### config.mk
export PLATFORM = sky130hd
export DESIGN_NAME = intarb_top
export DESIGN_NICKNAME = d
export VERILOG_FILES = /design/src/rtl/intarb_pkg.sv /design/src/rtl/intarb_regs.sv /design/src/rtl/intarb_ctrl.sv /design/src/rtl/intarb_prio.sv /design/src/rtl/intarb_top.sv
export SDC_FILE = /design/constraint.sdc
export NUM_CORES = 1
export LEC_CHECK = 0
export BUFFER_PORTS_ARGS = -buffer_cell sky130_fd_sc_hd__buf_4
export CORE_MARGIN = 2
export CORE_UTILIZATION = 30
export CTS_BUF_LIST = sky130_fd_sc_hd__clkbuf_16
export DETAILED_ROUTE_END_ITERATION = 10
export MAX_ROUTING_LAYER = met4
export SETUP_SLACK_MARGIN = 0.2
export SKIP_LAST_GASP = 1
export SLEW_MARGIN = 20
export SYNTH_ARGS = -nofsm -noshare
export SYNTH_HDL_FRONTEND = slang
export SYNTH_SLANG_ARGS = --single-unit
### constraint.sdc
create_clock -name clk -period 2.6 [get_ports clk]
set_clock_uncertainty 0.2 [all_clocks]
set_input_delay 0.26 -clock clk [delete_from_list [all_inputs] [get_ports clk]]
set_output_delay 0.26 -clock clk [all_outputs]
set_load 0.03 [all_outputs]
### src/rtl/intarb_pkg.sv
// Shared constants, write-target codes and the offset mapping of the arbiter.
// Assumes the vector table spans E0h..FEh in steps of two bytes.
package intarb_pkg;
    localparam int NUM_MASK_DEF = 13;
    localparam int VEC_W        = 8;
    localparam logic [VEC_W-1:0] VEC_DEFAULT = 8'hE0;
    localparam logic [VEC_W-1:0] VEC_TRAP    = 8'hFE;

    typedef enum logic [1:0] {
        SEL_ENABLE  = 2'd0,
        SEL_PENDING = 2'd1,
        SEL_GLOBAL  = 2'd2,
        SEL_NONE    = 2'd3
    } reg_sel_e;

    // Offset of maskable source idx: the slot just below the trap, descending.
    function automatic logic [VEC_W-1:0] slot_offset(input int unsigned idx);
        return VEC_TRAP - VEC_W'(2 * (idx + 1));
    endfunction
endpackage

### src/rtl/intarb_regs.sv
// Enable and pending words of the maskable sources.
// Assumes events are single-cycle pulses. An event wins over a same-cycle pending write.
module intarb_regs #(
    parameter int N = intarb_pkg::NUM_MASK_DEF
) (
    input  logic                  clk,
    input  logic                  rst_n,
    input  logic                  wr_en,
    input  intarb_pkg::reg_sel_e  wr_sel,
    input  logic [N-1:0]          wr_data,
    input  logic [N-1:0]          irq_event,
    output logic [N-1:0]          en_q,
    output logic [N-1:0]          pend_q
);
    import intarb_pkg::*;

    logic wr_en_word;
    logic wr_pend_word;
    logic [N-1:0] pend_base;

    // Decode which word the write port targets.
    always_comb begin
        wr_en_word   = wr_en && (wr_sel == SEL_ENABLE);
        wr_pend_word = wr_en && (wr_sel == SEL_PENDING);
    end

    // Software value for the pending word before events are merged in.
    always_comb pend_base = wr_pend_word ? wr_data : pend_q;

    // Enable word register.
    always_ff @(posedge clk) begin
        if (!rst_n)          en_q <= '0;
        else if (wr_en_word) en_q <= wr_data;
    end

    // Pending word register, one flop per source.
    for (genvar g = 0; g < N; g++) begin : g_pend
        // Set by its event, otherwise follows software.
        always_ff @(posedge clk) begin
            if (!rst_n) pend_q[g] <= 1'b0;
            else        pend_q[g] <= pend_base[g] | irq_event[g];
        end
    end
endmodule

### src/rtl/intarb_ctrl.sv
// Global enable and the hidden trap flag.
// Precedence on the global enable: ack, then return, then a write.
// Precedence on the trap flag: a new trap wins over a return.
module intarb_ctrl (
    input  logic                 clk,
    input  logic                 rst_n,
    input  logic                 wr_en,
    input  intarb_pkg::reg_sel_e wr_sel,
    input  logic                 wr_bit,
    input  logic                 int_ack,
    input  logic                 reti,
    input  logic                 trap_req,
    output logic                 gie_q,
    output logic                 trap_q
);
    import intarb_pkg::*;

    logic wr_gie;

    // Decode a write to the global enable.
    always_comb wr_gie = wr_en && (wr_sel == SEL_GLOBAL);

    // Global enable register.
    always_ff @(posedge clk) begin
        if (!rst_n)       gie_q <= 1'b0;
        else if (int_ack) gie_q <= 1'b0;
        else if (reti)    gie_q <= 1'b1;
        else if (wr_gie)  gie_q <= wr_bit;
    end

    // Trap flag, invisible to software.
    always_ff @(posedge clk) begin
        if (!rst_n)        trap_q <= 1'b0;
        else if (trap_req) trap_q <= 1'b1;
        else if (reti)     trap_q <= 1'b0;
    end
endmodule

### src/rtl/intarb_prio.sv
// Combinational priority encoder: trap first, then the lowest source index.
// Assumes N <= 14 so every slot stays at or above E2h.
module intarb_prio #(
    parameter int N = intarb_pkg::NUM_MASK_DEF
) (
    input  logic                          trap,
    input  logic [N-1:0]                  active,
    output logic [intarb_pkg::VEC_W-1:0]  offset
);
    import intarb_pkg::*;

    // Scan from the lowest priority up so that the highest active source is written last.
    always_comb begin
        offset = VEC_DEFAULT;
        for (int i = N - 1; i >= 0; i--) begin
            if (active[i]) offset = slot_offset(i);
        end
        if (trap) offset = VEC_TRAP;
    end
endmodule

### src/rtl/intarb_top.sv
// Vectored interrupt arbiter top level: state, request line and vector register.
// Assumes the CPU pulses int_ack, reti and vis_req for one cycle each.
module intarb_top #(
    parameter int NUM_MASK = intarb_pkg::NUM_MASK_DEF
) (
    input  logic                clk,
    input  logic                rst_n,
    input  logic [NUM_MASK-1:0] irq_event,
    input  logic                trap_req,
    input  logic                wr_en,
    input  logic [1:0]          wr_sel,
    input  logic [NUM_MASK-1:0] wr_data,
    input  logic                int_ack,
    input  logic                reti,
    input  logic                vis_req,
    output logic                irq_out,
    output logic                vec_valid,
    output logic [7:0]          vec_offset,
    output logic [NUM_MASK-1:0] en_o,
    output logic [NUM_MASK-1:0] pend_o,
    output logic                gie_o
);
    import intarb_pkg::*;

    reg_sel_e            sel;
    logic [NUM_MASK-1:0] en_q;
    logic [NUM_MASK-1:0] pend_q;
    logic [NUM_MASK-1:0] active;
    logic                gie_q;
    logic                trap_q;
    logic [VEC_W-1:0]    arb_offset;
    logic [VEC_W-1:0]    vec_q;
    logic                valid_q;

    // Turn the raw select into the enum type.
    always_comb sel = reg_sel_e'(wr_sel);

    intarb_regs #(.N(NUM_MASK)) i_regs (
        .clk       (clk),
        .rst_n     (rst_n),
        .wr_en     (wr_en),
        .wr_sel    (sel),
        .wr_data   (wr_data),
        .irq_event (irq_event),
        .en_q      (en_q),
        .pend_q    (pend_q)
    );

    intarb_ctrl i_ctrl (
        .clk      (clk),
        .rst_n    (rst_n),
        .wr_en    (wr_en),
        .wr_sel   (sel),
        .wr_bit   (wr_data[0]),
        .int_ack  (int_ack),
        .reti     (reti),
        .trap_req (trap_req),
        .gie_q    (gie_q),
        .trap_q   (trap_q)
    );

    // A source counts as active when it is both enabled and pending.
    always_comb active = en_q & pend_q;

    intarb_prio #(.N(NUM_MASK)) i_prio (
        .trap   (trap_q),
        .active (active),
        .offset (arb_offset)
    );

    // Vector register: captures the answer on the strobe and keeps it otherwise.
    always_ff @(posedge clk) begin
        if (!rst_n) begin
            vec_q   <= VEC_DEFAULT;
            valid_q <= 1'b0;
        end else begin
            valid_q <= vis_req;
            if (vis_req) vec_q <= arb_offset;
        end
    end

    // Request line: the trap, or any gated maskable source.
    always_comb irq_out = trap_q | (gie_q & (|active));

    // Drive the visible state.
    always_comb begin
        vec_offset = vec_q;
        vec_valid  = valid_q;
        en_o       = en_q;
        pend_o     = pend_q;
        gie_o      = gie_q;
    end
endmodule

==> Word level (Yosys, flattened, before mapping) <==
Cells that the tools add are included.
{ "totals": {"ff_bits": 37, "in_bits": 35, "out_inout_bits": 37, "elab_cells": 64} }
{ "classes": {"n_eq_ne": 2, "muxes": 19, "bitwise_logic": 17, "n_reduce_logical": 8} }
{ "ops": {"columns": ["operator", "count"], "rows": [
  ["2-to-1 mux 5 bit", 8],
  ["2-to-1 mux 4 bit", 4],
  ["bitwise OR 1 bit", 14],
  ["AND 13 bit", 1],
  ["2-to-1 mux 13 bit", 1],
  ["OR reduction 13 bit", 1],
  ["2-to-1 mux 3 bit", 2],
  ["2-to-1 mux 1 bit", 4],
  ["nonzero test 2 bit", 2],
  ["logical AND 1 bit", 3],
  ["equality test 2 x 1 -> 1 bit, second input constant", 1],
  ["equality test 2 bit, second input constant", 1],
  ["logical NOT 2 bit", 1],
  ["OR reduction 2 bit", 1],
  ["AND 1 bit", 1],
  ["NOT 1 bit", 1]
]} }

==> Depth between registers and ports, before layout <==
{ "depth": {"word_depth": 15, "mapped_depth": 4, "mapped_depth_nobuf": 4} }

==> Hierarchy <==
Synthesis repeated with hierarchy kept, for this count alone.
{ "hier_totals": {"cells_unflattened": 199, "area_unflattened_um2": 1715.4} }
{ "modules_own_cells": {"columns": ["mod", "instances", "cells_per_inst", "area_each_um2", "seq_area_each_um2"], "rows": [
  ["intarb_regs", 1, 114, 1006.0, 520.5],
  ["intarb_top", 1, 47, 460.4, 180.2],
  ["intarb_prio", 1, 29, 166.4, 0.0],
  ["intarb_ctrl", 1, 9, 82.6, 40.0]
]} }

==> Worst setup path before layout <==
Ideal clock, no wire load.
{ "synth_timing": {"kind": "register -> output", "start": "reg i_regs.en_q[3]", "end": "out irq_out", "arrival_ps": 1538, "required_ps": 2140, "setup_slack_ps": 602, "stages_incl_launch_ff": 5, "path_buffers": 0, "path_cell_list": "dfxtp_1 -> a22o_1 -> a221oi_2 -> and2b_1 -> a41oi_1"} }
{ "synth_between": {"elab_chain_cells": 4} }
{ "synth_rtl": {"columns": ["item", "line_no", "text"], "rows": [
  ["start: declaration", "intarb_regs.sv:12", "output logic [N-1:0] en_q,"],
  ["start signal: assignment", "intarb_regs.sv:33", "else if (wr_en_word) en_q <= wr_data;"],
  ["AND 13 bit", "intarb_top.sv:63", "always_comb active = en_q & pend_q;"],
  ["OR reduction 13 bit", "intarb_top.sv:83", "always_comb irq_out = trap_q | (gie_q & (|active));"],
  ["AND 1 bit", "intarb_top.sv:83", null],
  ["bitwise OR 1 bit", "intarb_top.sv:83", null],
  ["end: declaration", "intarb_top.sv:16", "output logic irq_out,"]
]} }
Every way passes these cells.

==> Worst setup path in the final report <==
{ "layout_timing": {"start": "reg i_regs.pend_q[3]", "end": "out irq_out"} }
{ "layout_between": {"elab_chain_cells": 4} }
{ "layout_rtl": {"columns": ["item", "line_no", "text"], "rows": [
  ["start: declaration", "intarb_regs.sv:13", "output logic [N-1:0] pend_q"],
  ["start signal: indexed assignment", "intarb_regs.sv:41", "else pend_q[g] <= pend_base[g] | irq_event[g];"],
  ["AND 13 bit", "intarb_top.sv:63", null],
  ["OR reduction 13 bit", "intarb_top.sv:83", null],
  ["AND 1 bit", "intarb_top.sv:83", null],
  ["bitwise OR 1 bit", "intarb_top.sv:83", null]
]} }
Every way passes these cells.

==> impl_metrics.env <==
export IMPL_report_final_hold_viol_count=1
export IMPL_die_area_um2=5881
export IMPL_cts_htree_levels=2
export IMPL_core_um2=5107
export IMPL_ir_worst_vdd_uv=437.5
export IMPL_hp_class="input pin to register"
export IMPL_drive_above_1_share_pct=45.27
export IMPL_gp_congestion=0.8092
export IMPL_cts_tree="done"
export IMPL_syn_area_um2=1585
export IMPL_drv_slew=0
export IMPL_worst_slack_ps=589.1
export IMPL_arrival_ps=1550
export IMPL_io_pins=72
export IMPL_setup_viol=0
export IMPL_synth_avg_cell_area_um2=9.163
export IMPL_drt_iter0_markers=43
export IMPL_preCtsSetupSlack_ps=848.1
export IMPL_clockBufferDepth=2
export IMPL_dpl_cell_area_um2=2126
export IMPL_antenna_found_initial=0
export IMPL_whs_ps=-4.375
export IMPL_period_minus_slack_ps=2011
export IMPL_area_growth_pct=44.99
export IMPL_synth_seq_cells=33
export IMPL_fin_crit_sh_pct=77.34
export IMPL_status="finished with violations"
export IMPL_vias_per_cell=4.527
export IMPL_p_leak_uw=0.001096
export IMPL_ant_nets=0
export IMPL_io_buffers=67
export IMPL_cp_required_ps=2140
export IMPL_fmax_mhz=497.3
export IMPL_maxCapViolCount=0
export IMPL_cts_made_buffers=5
export IMPL_gr_usage_all_layers_pct=15.78
export IMPL_cts_setup_buffers=0
export IMPL_grt_pass1_vias=1439
export IMPL_nFillCells=541
export IMPL_rows=26
export IMPL_wirelength_um=4178
export IMPL_setup_tns_ps=0
export IMPL_place_hpwl_um=3144
export IMPL_clkLatencyLatePin_ps=270
export IMPL_route_detailed_drc=0
export IMPL_violations="hold timing"
export IMPL_final_cell_area_um2=2298
export IMPL_synth_cell_types=32
export IMPL_layout_nets=277
export IMPL_grt_pass1_wl_um=7107
export IMPL_rsz0062_at_grt="false"
export IMPL_clock_sinks=33
export IMPL_worstSetupPathType="register to output pin"
export IMPL_post_drt_wl_per_cell_um=13.35
export IMPL_die_h_um=76.69
export IMPL_mostFrequentLayoutCells="70 x buf_4, 33 x dfxtp_1, 21 x a21oi_1"
export IMPL_grt_max_degree=16
export IMPL_path_clk_slew_ps=50
export IMPL_final_common_cell="buf_4"
export IMPL_antenna_cells=0
export IMPL_syn_inst=173
export IMPL_seq_area_frac_synth_pct=41.67
export IMPL_final_cells=313
export IMPL_vias=1417
export IMPL_overflow=0
export IMPL_firstDrtPassIters=4
export IMPL_dp_cells=304
export IMPL_die_w_um=76.69
export IMPL_cp_max_fo=5
export IMPL_synth_warnings=0
export IMPL_cts_root_buffer="clkbuf_16"
export IMPL_initial_core_util_pct=31.04
export IMPL_power_density_nw_per_um2=639.7
export IMPL_crit_path_end_kind="output pin"
export IMPL_startpoint_type="register"
-- cell type report --
| cell class | count | area (um^2) | share of cell area [%] |
|---|---|---|---|
| well taps | 70 | 87.58 | 3.811 |
| repair buffers | 71 | 535.5 | 23.30 |
| clock inverters | 3 | 37.54 | 1.633 |
| inverters | 15 | 56.30 | 2.450 |
| multi-input cells | 116 | 795.8 | 34.62 |
| flip-flops and latches | 33 | 660.6 | 28.74 |
| clock buffers | 5 | 125.1 | 5.444 |
-- cell families (layout without fill, tap and decap cells) --
| family | count (synthesis) | count (layout) | share of synthesized area, % |
|---|---|---|---|
| AO/OA/AOI/OAI | 53 | 53 | 23.44 |
| AND/OR/NAND/NOR | 44 | 44 | 16.34 |
| flip-flops | 33 | 33 | 41.67 |
| buffers and inverters | 26 | 94 | 8.602 |
| multiplexers | 15 | 15 | 9.471 |
| other | 2 | 4 | 0.4737 |
-- through the flow --
step	util, %	total power [uW]	hold slack, ps
final	45.00	1470	-4.375
after global routing	45.00	1540	23.90
after CTS	45.00	1492	0.5469
after detailed placement	41.62	837.4	223.2
after global placement	41.62	835.1	223.3
after floorplan	-	726.1	132.8
-- Yosys cell counts --
master / n / area (um^2)
dfxtp_1: 33 / 660.6
a21oi_1: 21 / 105.1
nand2_2: 20 / 125.1
inv_1: 15 / 56.30
mux2i_1: 15 / 150.1
nand2_1: 14 / 52.55
a21oi_2: 10 / 87.58
a22oi_1: 5 / 37.54
a22o_1: 4 / 35.03
buf_4: 4 / 30.03
buf_6: 3 / 33.78
clkbuf_1: 3 / 11.26
nor2_1: 3 / 11.26
a211oi_1: 2 / 15.01
a32oi_1: 2 / 17.52
conb_1: 2 / 7.510
o21ai_0: 2 / 10.01
a221oi_1: 1 / 8.760
a221oi_2: 1 / 15.01
a31o_1: 1 / 8.760
a31oi_1: 1 / 6.260
a41oi_1: 1 / 8.760
and2_1: 1 / 6.260
and2b_1: 1 / 7.510
buf_2: 1 / 5.000
nand3_1: 1 / 5.000
nand3b_1: 1 / 7.510
nand3b_4: 1 / 20.02
nor3b_2: 1 / 12.51
o211ai_1: 1 / 7.510
o32ai_1: 1 / 8.760
or3b_4: 1 / 11.26
-- sequential cells by signal, summed over array words and instances, names as in the netlist --
register / count
vec_offset: 4
i_ctrl.trap_q: 1
i_regs.en_q: 13
vec_valid: 1
i_regs.pend_q: 13
i_ctrl.gie_q: 1
-- where the power goes --
group | leakage, uW | internal, uW | total, uW | switching (uW)
Clock | 0.0000826 | 444 | 645 | 201
Combinational | 0.000740 | 112 | 257 | 145
Sequential | 0.000273 | 536 | 568 | 31.8
-- path summary, 6_finish.rpt --
kind	startpoint	to	slack, ps	cells after the start
setup / recovery	i_regs.pend_q[3]	irq_out	590	5
hold / removal	trap_req	i_ctrl.trap_q	-4	3
setup reg to reg	i_regs.pend_q[9]	vec_offset[1]	1070	4
hold reg to reg	i_regs.en_q[5]	i_regs.en_q[5]	290	2
-- metal layers --
metal	vias to the layer above	track usage, %	share of wire [%]
met1	632	19.58	46
li1	731	-	-
met4	0	6.000	1.4
met2	49	24.82	48
met5	-	-	0
met3	5	3.882	5.2
-- critical path, stage by stage (launching register included) --
cell and delay [ps]:
dfxtp_1 340, a22o_1 260, a221oi_2 200, and2b_1 180, a41oi_1 110, buf_4 200
-- timing repair --
item	4_1_cts	5_1_grt
resized for setup	0	0
hold endpoints to repair	1	0
hold buffers	1	0
(Power assumes the default switching activity.)
